==> src/rtl/bsa_pkg.sv <==
package bsa_pkg;

    typedef enum logic [2:0] {
        OP_NOP    = 3'd0,
        OP_WCONST = 3'd1,
        OP_WIDX   = 3'd2,
        OP_ADD    = 3'd3,
        OP_SRCH   = 3'd4,
        OP_LDR    = 3'd5,
        OP_ROUTE  = 3'd6,
        OP_TALL   = 3'd7
    } bsa_op_e;

    typedef enum logic [1:0] {
        RT_LEFT  = 2'd0,
        RT_RIGHT = 2'd1,
        RT_SHUF  = 2'd2,
        RT_SHUFX = 2'd3
    } bsa_rt_e;

    // index rotated right by one over w bits: the sender that reaches v through the shuffle
    function automatic int rotr_idx(int v, int w);
        if (w < 1) return v;
        return (v >> 1) | ((v & 1) << (w - 1));
    endfunction

endpackage

==> src/rtl/bsa_pe.sv <==
module bsa_pe
    import bsa_pkg::*;
#(
    parameter int MEM_BITS = 32,
    parameter int IW       = 4,
    parameter int IDX      = 0,
    localparam int AW      = $clog2(MEM_BITS)
) (
    input  logic          clk_i,
    input  logic          rst_i,
    input  logic          go_i,
    input  bsa_op_e       op_i,
    input  logic          first_i,
    input  logic          keep_i,
    input  logic          pat_i,
    input  logic [AW-1:0] a_i,
    input  logic [AW-1:0] b_i,
    input  logic [AW-1:0] d_i,
    input  logic          route_in_i,
    output logic          tag_o,
    output logic          tag_nx_o,
    output logic          rbit_o
);

    localparam logic [IW-1:0] IDX_V = IW'(IDX);

    typedef struct packed {
        logic [MEM_BITS-1:0] mem;
        logic                tag;
        logic                carry;
        logic                rbit;
    } pe_st_t;

    pe_st_t st_d, st_q;

    always_comb begin
        logic bit_a, bit_b, cin, en, idx_bit, base;
        st_d    = st_q;
        bit_a   = st_q.mem[a_i];
        bit_b   = st_q.mem[b_i];
        en      = st_q.tag;
        cin     = first_i ? 1'b0 : st_q.carry;
        base    = (first_i && !keep_i) ? 1'b1 : st_q.tag;
        idx_bit = 1'b0;
        for (int k = 0; k < IW; k++) begin
            if (a_i == AW'(k)) idx_bit = IDX_V[k];
        end
        if (go_i) begin
            case (op_i)
                OP_WCONST: if (en) st_d.mem[d_i] = pat_i;
                OP_WIDX:   if (en) st_d.mem[d_i] = idx_bit;
                OP_ADD: begin
                    if (en) begin
                        st_d.mem[d_i] = bit_a ^ bit_b ^ cin;
                        st_d.carry    = (bit_a & bit_b) | (bit_a & cin) | (bit_b & cin);
                    end
                end
                OP_SRCH:   st_d.tag = base & (bit_a == pat_i);
                OP_LDR:    if (en) st_d.rbit = bit_a;
                OP_ROUTE:  if (en) st_d.mem[d_i] = route_in_i;
                OP_TALL:   st_d.tag = 1'b1;
                default:   ;
            endcase
        end
    end

    always_ff @(posedge clk_i) begin
        if (rst_i) begin
            st_q <= '{mem: '0, tag: 1'b1, carry: 1'b0, rbit: 1'b0};
        end else begin
            st_q <= st_d;
        end
    end

    assign tag_o    = st_q.tag;
    assign tag_nx_o = st_d.tag;
    assign rbit_o   = st_q.rbit;

endmodule

==> src/rtl/bsa_route.sv <==
module bsa_route
    import bsa_pkg::*;
#(
    parameter int N       = 16,
    localparam int LGN    = $clog2(N)
) (
    input  logic [N-1:0] r_i,
    input  bsa_rt_e      sel_i,
    output logic [N-1:0] in_o
);

    for (genvar j = 0; j < N; j++) begin : g_dst
        localparam int SL = (j + N - 1) % N;
        localparam int SR = (j + 1) % N;
        localparam int SS = rotr_idx(j, LGN);
        localparam int SX = rotr_idx(j ^ 1, LGN);
        logic [3:0] cand;
        assign cand    = {r_i[SX], r_i[SS], r_i[SR], r_i[SL]};
        assign in_o[j] = cand[sel_i];
    end

endmodule

==> src/rtl/bsa_array.sv <==
module bsa_array
    import bsa_pkg::*;
#(
    parameter int N        = 16,
    parameter int MEM_BITS = 32,
    localparam int LGN     = $clog2(N),
    localparam int AW      = $clog2(MEM_BITS)
) (
    input  logic          clk_i,
    input  logic          rst_i,
    input  logic          uop_valid_i,
    output logic          uop_ready_o,
    input  logic [2:0]    uop_op_i,
    input  logic [1:0]    uop_route_i,
    input  logic          uop_first_i,
    input  logic          uop_keep_i,
    input  logic          uop_pat_i,
    input  logic [AW-1:0] uop_a_i,
    input  logic [AW-1:0] uop_b_i,
    input  logic [AW-1:0] uop_d_i,
    output logic          any_o
);

    typedef struct packed {
        logic ready;
        logic any;
    } ctl_t;

    ctl_t         ctl_d, ctl_q;
    logic         go;
    bsa_op_e      op;
    bsa_rt_e      rsel;
    logic [N-1:0] tag_q;
    logic [N-1:0] tag_nx;
    logic [N-1:0] rvec;
    logic [N-1:0] rin;

    assign go   = uop_valid_i && ctl_q.ready;
    assign op   = bsa_op_e'(uop_op_i);
    assign rsel = bsa_rt_e'(uop_route_i);

    bsa_route #(.N(N)) u_route (
        .r_i   (rvec),
        .sel_i (rsel),
        .in_o  (rin)
    );

    for (genvar i = 0; i < N; i++) begin : g_pe
        bsa_pe #(.MEM_BITS(MEM_BITS), .IW(LGN), .IDX(i)) u_pe (
            .clk_i      (clk_i),
            .rst_i      (rst_i),
            .go_i       (go),
            .op_i       (op),
            .first_i    (uop_first_i),
            .keep_i     (uop_keep_i),
            .pat_i      (uop_pat_i),
            .a_i        (uop_a_i),
            .b_i        (uop_b_i),
            .d_i        (uop_d_i),
            .route_in_i (rin[i]),
            .tag_o      (tag_q[i]),
            .tag_nx_o   (tag_nx[i]),
            .rbit_o     (rvec[i])
        );
    end

    always_comb begin
        ctl_d       = ctl_q;
        ctl_d.ready = 1'b1;
        ctl_d.any   = |tag_nx;
    end

    always_ff @(posedge clk_i) begin
        if (rst_i) begin
            ctl_q <= '{ready: 1'b0, any: 1'b1};
        end else begin
            ctl_q <= ctl_d;
        end
    end

    assign uop_ready_o = ctl_q.ready;
    assign any_o       = ctl_q.any;

endmodule

==> config.mk <==
export PLATFORM = sky130hd
export DESIGN_NAME = bsa_array
export DESIGN_NICKNAME = d
export VERILOG_FILES = /design/src/rtl/bsa_pkg.sv /design/src/rtl/bsa_pe.sv /design/src/rtl/bsa_route.sv /design/src/rtl/bsa_array.sv
export SDC_FILE = /design/constraint.sdc
export NUM_CORES = 2
export LEC_CHECK = 0
export BUFFER_PORTS_ARGS = -buffer_cell sky130_fd_sc_hd__buf_2
export CAP_MARGIN = 20
export CORE_MARGIN = 5
export CORE_UTILIZATION = 33
export DETAILED_ROUTE_END_ITERATION = 7
export GPL_TIMING_DRIVEN = 0
export PLACE_DENSITY_LB_ADDON = 0.05
export SYNTH_ARGS = -nofsm -noshare
export SYNTH_HDL_FRONTEND = slang
export SYNTH_HIERARCHICAL = 1
export SYNTH_SLANG_ARGS = --single-unit
==> constraint.sdc <==
create_clock -name clk_i -period 5.9 [get_ports clk_i]
set_clock_uncertainty 0.2 [all_clocks]
set_input_delay 0.59 -clock clk_i [delete_from_list [all_inputs] [get_ports clk_i]]
set_output_delay 0.59 -clock clk_i [all_outputs]
set_load 0.02 [all_outputs]
Word level (Yosys, flattened, before mapping)
Index checks and enable logic that the tools add are counted.
{ "op_classes": {"n_reduce_logical": 55, "order_cmp": 5, "n_mux": 396, "bitwise": 130, "n_eq_ne": 90} }
{ "op_table": {"columns": ["op", "count"], "rows": [
  ["32-bit 2-to-1 mux", 64],
  ["32-bit case mux with 4 select lines", 16],
  ["32-bit bitwise mux", 63],
  ["1-bit 2-to-1 mux", 171],
  ["1-bit binary-select mux with 5-bit select", 32],
  ["2-bit by 1-bit inequality test with 1-bit output, second input constant", 64],
  ["3-bit AND reduction", 32],
  ["6-bit AND reduction", 16],
  ["1-bit AND", 64],
  ["3-bit 2-to-1 mux", 16],
  ["32-bit AND", 1],
  ["1-bit binary-select mux with 2-bit select", 16],
  ["32-bit NOT", 1],
  ["1-bit OR", 32],
  ["1-bit case mux with 2 select lines", 16],
  ["1-bit bitwise XOR", 32],
  ["5-bit by 6-bit less-than comparator with 1-bit output, second input constant", 3],
  ["1-bit equality test", 16],
  ["16-bit OR reduction", 1],
  ["3-bit equality test, second input constant", 4],
  ["5-bit by 2-bit equality test with 1-bit output, second input constant", 2],
  ["3-bit by 2-bit equality test with 1-bit output, second input constant", 2],
  ["1-bit demux with 5-bit select", 1],
  ["5-bit by 1-bit equality test with 1-bit output, second input constant", 1],
  ["other kinds (8)", 10]
]} }
{ "totals": {"output_inout_bits": 2, "in_bits": 26, "regBits": 562, "elab_cells": 742} }

Depth between registers and ports, before layout
{ "depth": {"ltp_word": 10, "mapped_depth": 14, "depth_no_buf": 12} }

Hierarchy
Netlist, hierarchy kept.
{ "by_module_without_submodules": {"columns": ["module", "cells_each", "n_inst", "area_each_um2"], "rows": [
  ["bsa_pe (g_pe[8].u_pe)", 246, 1, 2282.2],
  ["bsa_pe (g_pe[1].u_pe)", 257, 1, 2274.7],
  ["bsa_pe (g_pe[3].u_pe)", 248, 1, 2263.4],
  ["bsa_pe (g_pe[2].u_pe)", 286, 1, 2259.7],
  ["bsa_pe (g_pe[5].u_pe)", 248, 1, 2259.7],
  ["bsa_pe (g_pe[6].u_pe)", 287, 1, 2257.2],
  ["bsa_pe (g_pe[14].u_pe)", 286, 1, 2250.9],
  ["bsa_pe (g_pe[10].u_pe)", 256, 1, 2244.7],
  ["bsa_pe (g_pe[15].u_pe)", 242, 1, 2228.4],
  ["bsa_pe (g_pe[12].u_pe)", 253, 1, 2227.1],
  ["bsa_pe (g_pe[4].u_pe)", 249, 1, 2227.1],
  ["bsa_pe (g_pe[11].u_pe)", 260, 1, 2219.6],
  ["bsa_pe (g_pe[7].u_pe)", 257, 1, 2218.4],
  ["bsa_pe (g_pe[0].u_pe)", 262, 1, 2215.9],
  ["+4 rows", null, null, null]
]} }

Least setup slack after synthesis
No wires, ideal clock.
{ "synth_timing": {"path_type": "input -> register", "startpoint": "in uop_b_i[0]", "endpoint": "reg with a tool-made name", "arrival_ps": 3599, "stages": 11, "path_slack_ps": 2031, "required_ps": 5630, "setup_time_ps": 70, "path_cell_list": "clkbuf_1 mux4_2 mux4_2 mux2i_1 fa_1 nor2b_1 o22ai_1 a31oi_1 clkbuf_1 nand3_1 a21oi_1"} }
{ "synth_lines": {"columns": ["item", "line_no", "text"], "rows": [
  ["start, declared", "bsa_array.sv:19", "input logic [AW-1:0] uop_b_i,"]
]} }

==> results.yml <==
outcome:
  status: "finished clean"
placement:
  post-place-ws_ns: 0.620
  dpl.hpwl_um: 85600
  portBuffers: 23
  gp_congestion: 0.798
  dpl_cell_area_um2: 38700
  dp.cells: 5703
clocking:
  cts_tree: "built"
  clock_path_buffers: 3
  cts-buffers-inserted: 75
  cts_setup_buffers: 0
  cts_max_level: 3
  clock_latency_ns: 0.65
  post_cts_resized: 0
  cts_root_buffer: "clkbuf_16"
  clock_sink_count: 562
  hold_buffers: 0
  path_clk_slew_ns: 0.06
route:
  dr.pass1.iters: 7
  vias: 32200
  drtIter0Drc: 2281
  ant_nets: 0
  drc: 0
  wl_per_cell_um: 22.5
  via_per_inst: 5.51
  finalWirelength_um: 131000
timing:
  slew_headroom_pct: 26.3
  setup-tns-final_ns: 0
  layout_min_cycle_time_ns: 4.67
  min_period_over_period_pct: 79.2
  rsz0062_at_grt: "false"
  fmax_mhz: 214
  worstMarginPinSlew_ns: 1.10
  finalWorstSetupSlack_ns: 1.23
  report.final.slew_viol_count: 0
  finalSetupViolations: 0
  hold_violations: 0
final_layout:
  seqCellArea_um2: 11300
  nets: 4347
  fillCellCount: 11200
  layout_commonest_cell: "nor2_1"
  areaGrowthSynthToFinish_pct: 13.3
  final_cell_area_um2: 41200
  final_cell_mix: "nor2_1, dfxtp_1, nand2_1"
  multi_input_area_um2: 23500
  drive_gt1_share_pct: 12.1
  instances_no_fill: 5838
synth:
  synthMuxAreaShare_pct: 26.3
  ys_seq_elements: 562
  synthXorXnorAreaFrac_pct: 0.234
  synth_ff_type: "dfxtp_1"
  async_reset_ff_share_pct: 0
  syn_avg_cell_area_um2: 8.67
  netlist_instances: 4191
  synthAdderAreaFrac_pct: 0.882
  synth_area_um2: 36300
  synthDistinctLibCells: 94
  synth_area_leader_cell: "dfxtp_1"
  netlist_top_cells_area: "dfxtp_1, mux2i_1, mux4_2"
  yosys.area_share.simple_pct: 23.8
  ys_seq_area_share_pct: 31.0
  synth_top_family_by_area: "multiplexers"
  synth_edf_count: 0
  yosys_warnings: 6
  synth_compound_area_share_pct: 13.4
  yosys.area.top_type_share_pct: 31.0
  syn-num-nets: 4233
power_and_ir_drop:
  powerDensity_nw_per_um2: 235
  ir_worst_vdd_uv: 187
  p_total_mw: 9.67
  p_leak_nw: 14.3
floorplanning:
  initial_utilization_pct: 33.3
  io_pins: 28
  coreArea_um2: 109000
  rows: 121
  dieArea_um2: 117000
  die_h_um: 342
  die_x_um: 342
global_routing:
  grt.overflow.total: 0
  antenna_found_initial: 2
  grt_pass1_wl_um: 202000
  grt_pass1_vias: 31400
  grt_max_degree: 71
  grt.total_usage_pct: 21.9
worst_setup_path:
  startpoint_type: "primary input"
  rr_worst_depth: 13
  crit_start: "uop_a_i[0]"
  cp-end-kind: "flip-flop"
  r2r_setup_slack_ns: 1.94
  path_class: "in -> reg"
  critPathRequiredTime_ns: 6.27
  timing.critical_path.fanout_max: 43
  cp_data_arrival_time_ns: 5.05
run:
  maxCapViolations: 0
hold_path:
  worst_hold_path.num_cells: 2
  min_path_type: "reg -> reg"
-- metal layers --
layer  global-route usage [%]  routed length [um]
met5                        0                   0
met4                     5.06                3010
met3                     2.56                4080
met2                     36.6               61500
met1                     30.6               62600
-- Yosys cell counts, types with 8 or more instances --
cell type / count
o22ai_1: 8
a31oi_1: 12
o21ai_0: 228
mux2_2: 11
fa_1: 16
nand3_1: 105
buf_1: 16
nor2_1: 618
clkbuf_1: 163
mux2i_1: 444
nand4_1: 11
a2111oi_2: 8
buf_6: 28
nand4b_1: 22
a22oi_1: 57
nor2b_1: 107
nand2_1: 518
inv_1: 42
o21ai_1: 45
and4_1: 11
mux4_2: 190
or4_1: 19
o2111ai_1: 10
buf_2: 51
nand2b_1: 83
mux4_1: 24
dfxtp_1: 562
buf_4: 22
and2_1: 12
a211oi_1: 32
nor3b_1: 55
a31o_2: 13
nor4_1: 36
a21oi_1: 324
nor3_1: 37
nand3b_1: 99
o211ai_1: 14
-- kinds of logic after synthesis --
family / after synthesis
AOI/OAI and AO/OA: 814
xor gates and xnor gates: 8
adders and majority gates: 16
buffers and inverters: 326
DFF: 562
muxes: 674
and+or+nand+nor: 1791
-- report_power, final --
group	leakage [nW]	internal, mW	switching, mW
sequential	4.53	3.81	0.0148
clock	1.21	2.80	1.85
combinational	8.60	0.366	0.835
total	14.3	6.97	2.70
-- worst min path at each step --
stage	start	endpoint	slack (ns)
2_1_floorplan	flip-flop	flip-flop	0.24
3_3_place_gp	flip-flop	flip-flop	0.27
3_5_place_dp	flip-flop	flip-flop	0.27
4_1_cts	uop_a_i[4]	g_pe[3].u_pe/tag_o	0.24
5_1_grt	uop_op_i[2]	g_pe[2].u_pe/tag_o	0.29
6_report	flip-flop	flip-flop	0.27
-- metrics by stage --
step | hold slack [ns] | util [%]
6_report | 0.273 | 37.7
5_1_grt | 0.287 | 37.7
4_1_cts | 0.245 | 37.7
3_5_place_dp | 0.270 | 35.4
3_3_place_gp | 0.265 | 35.1
2_1_floorplan | 0.239 | -
-- critical path, cell delays in order --
cell and delay, ns:
buf_4 0.35, buf_16 0.32, clkbuf_1 0.42, mux4_1 0.61, nor2b_1 0.12, nor3_1 0.07, nor4_2 0.54, fa_1 0.50
nand2_1 0.07, o21ai_0 0.12, o221ai_1 0.49, clkbuf_1 0.54, mux2i_1 0.16, nor2_1 0.11
-- final cells by class --
class	instances	share of cell area, %
inverters	43	0.392
clock inverters	17	0.429
well taps	1476	4.49
clock buffers	115	5.57
multi-input cells	3303	57.1
plain buffers	283	3.51
repair buffers	37	1.21
flip-flops and latches	562	27.3
diodes	2	0.0122
(Power assumes the default switching activity.)
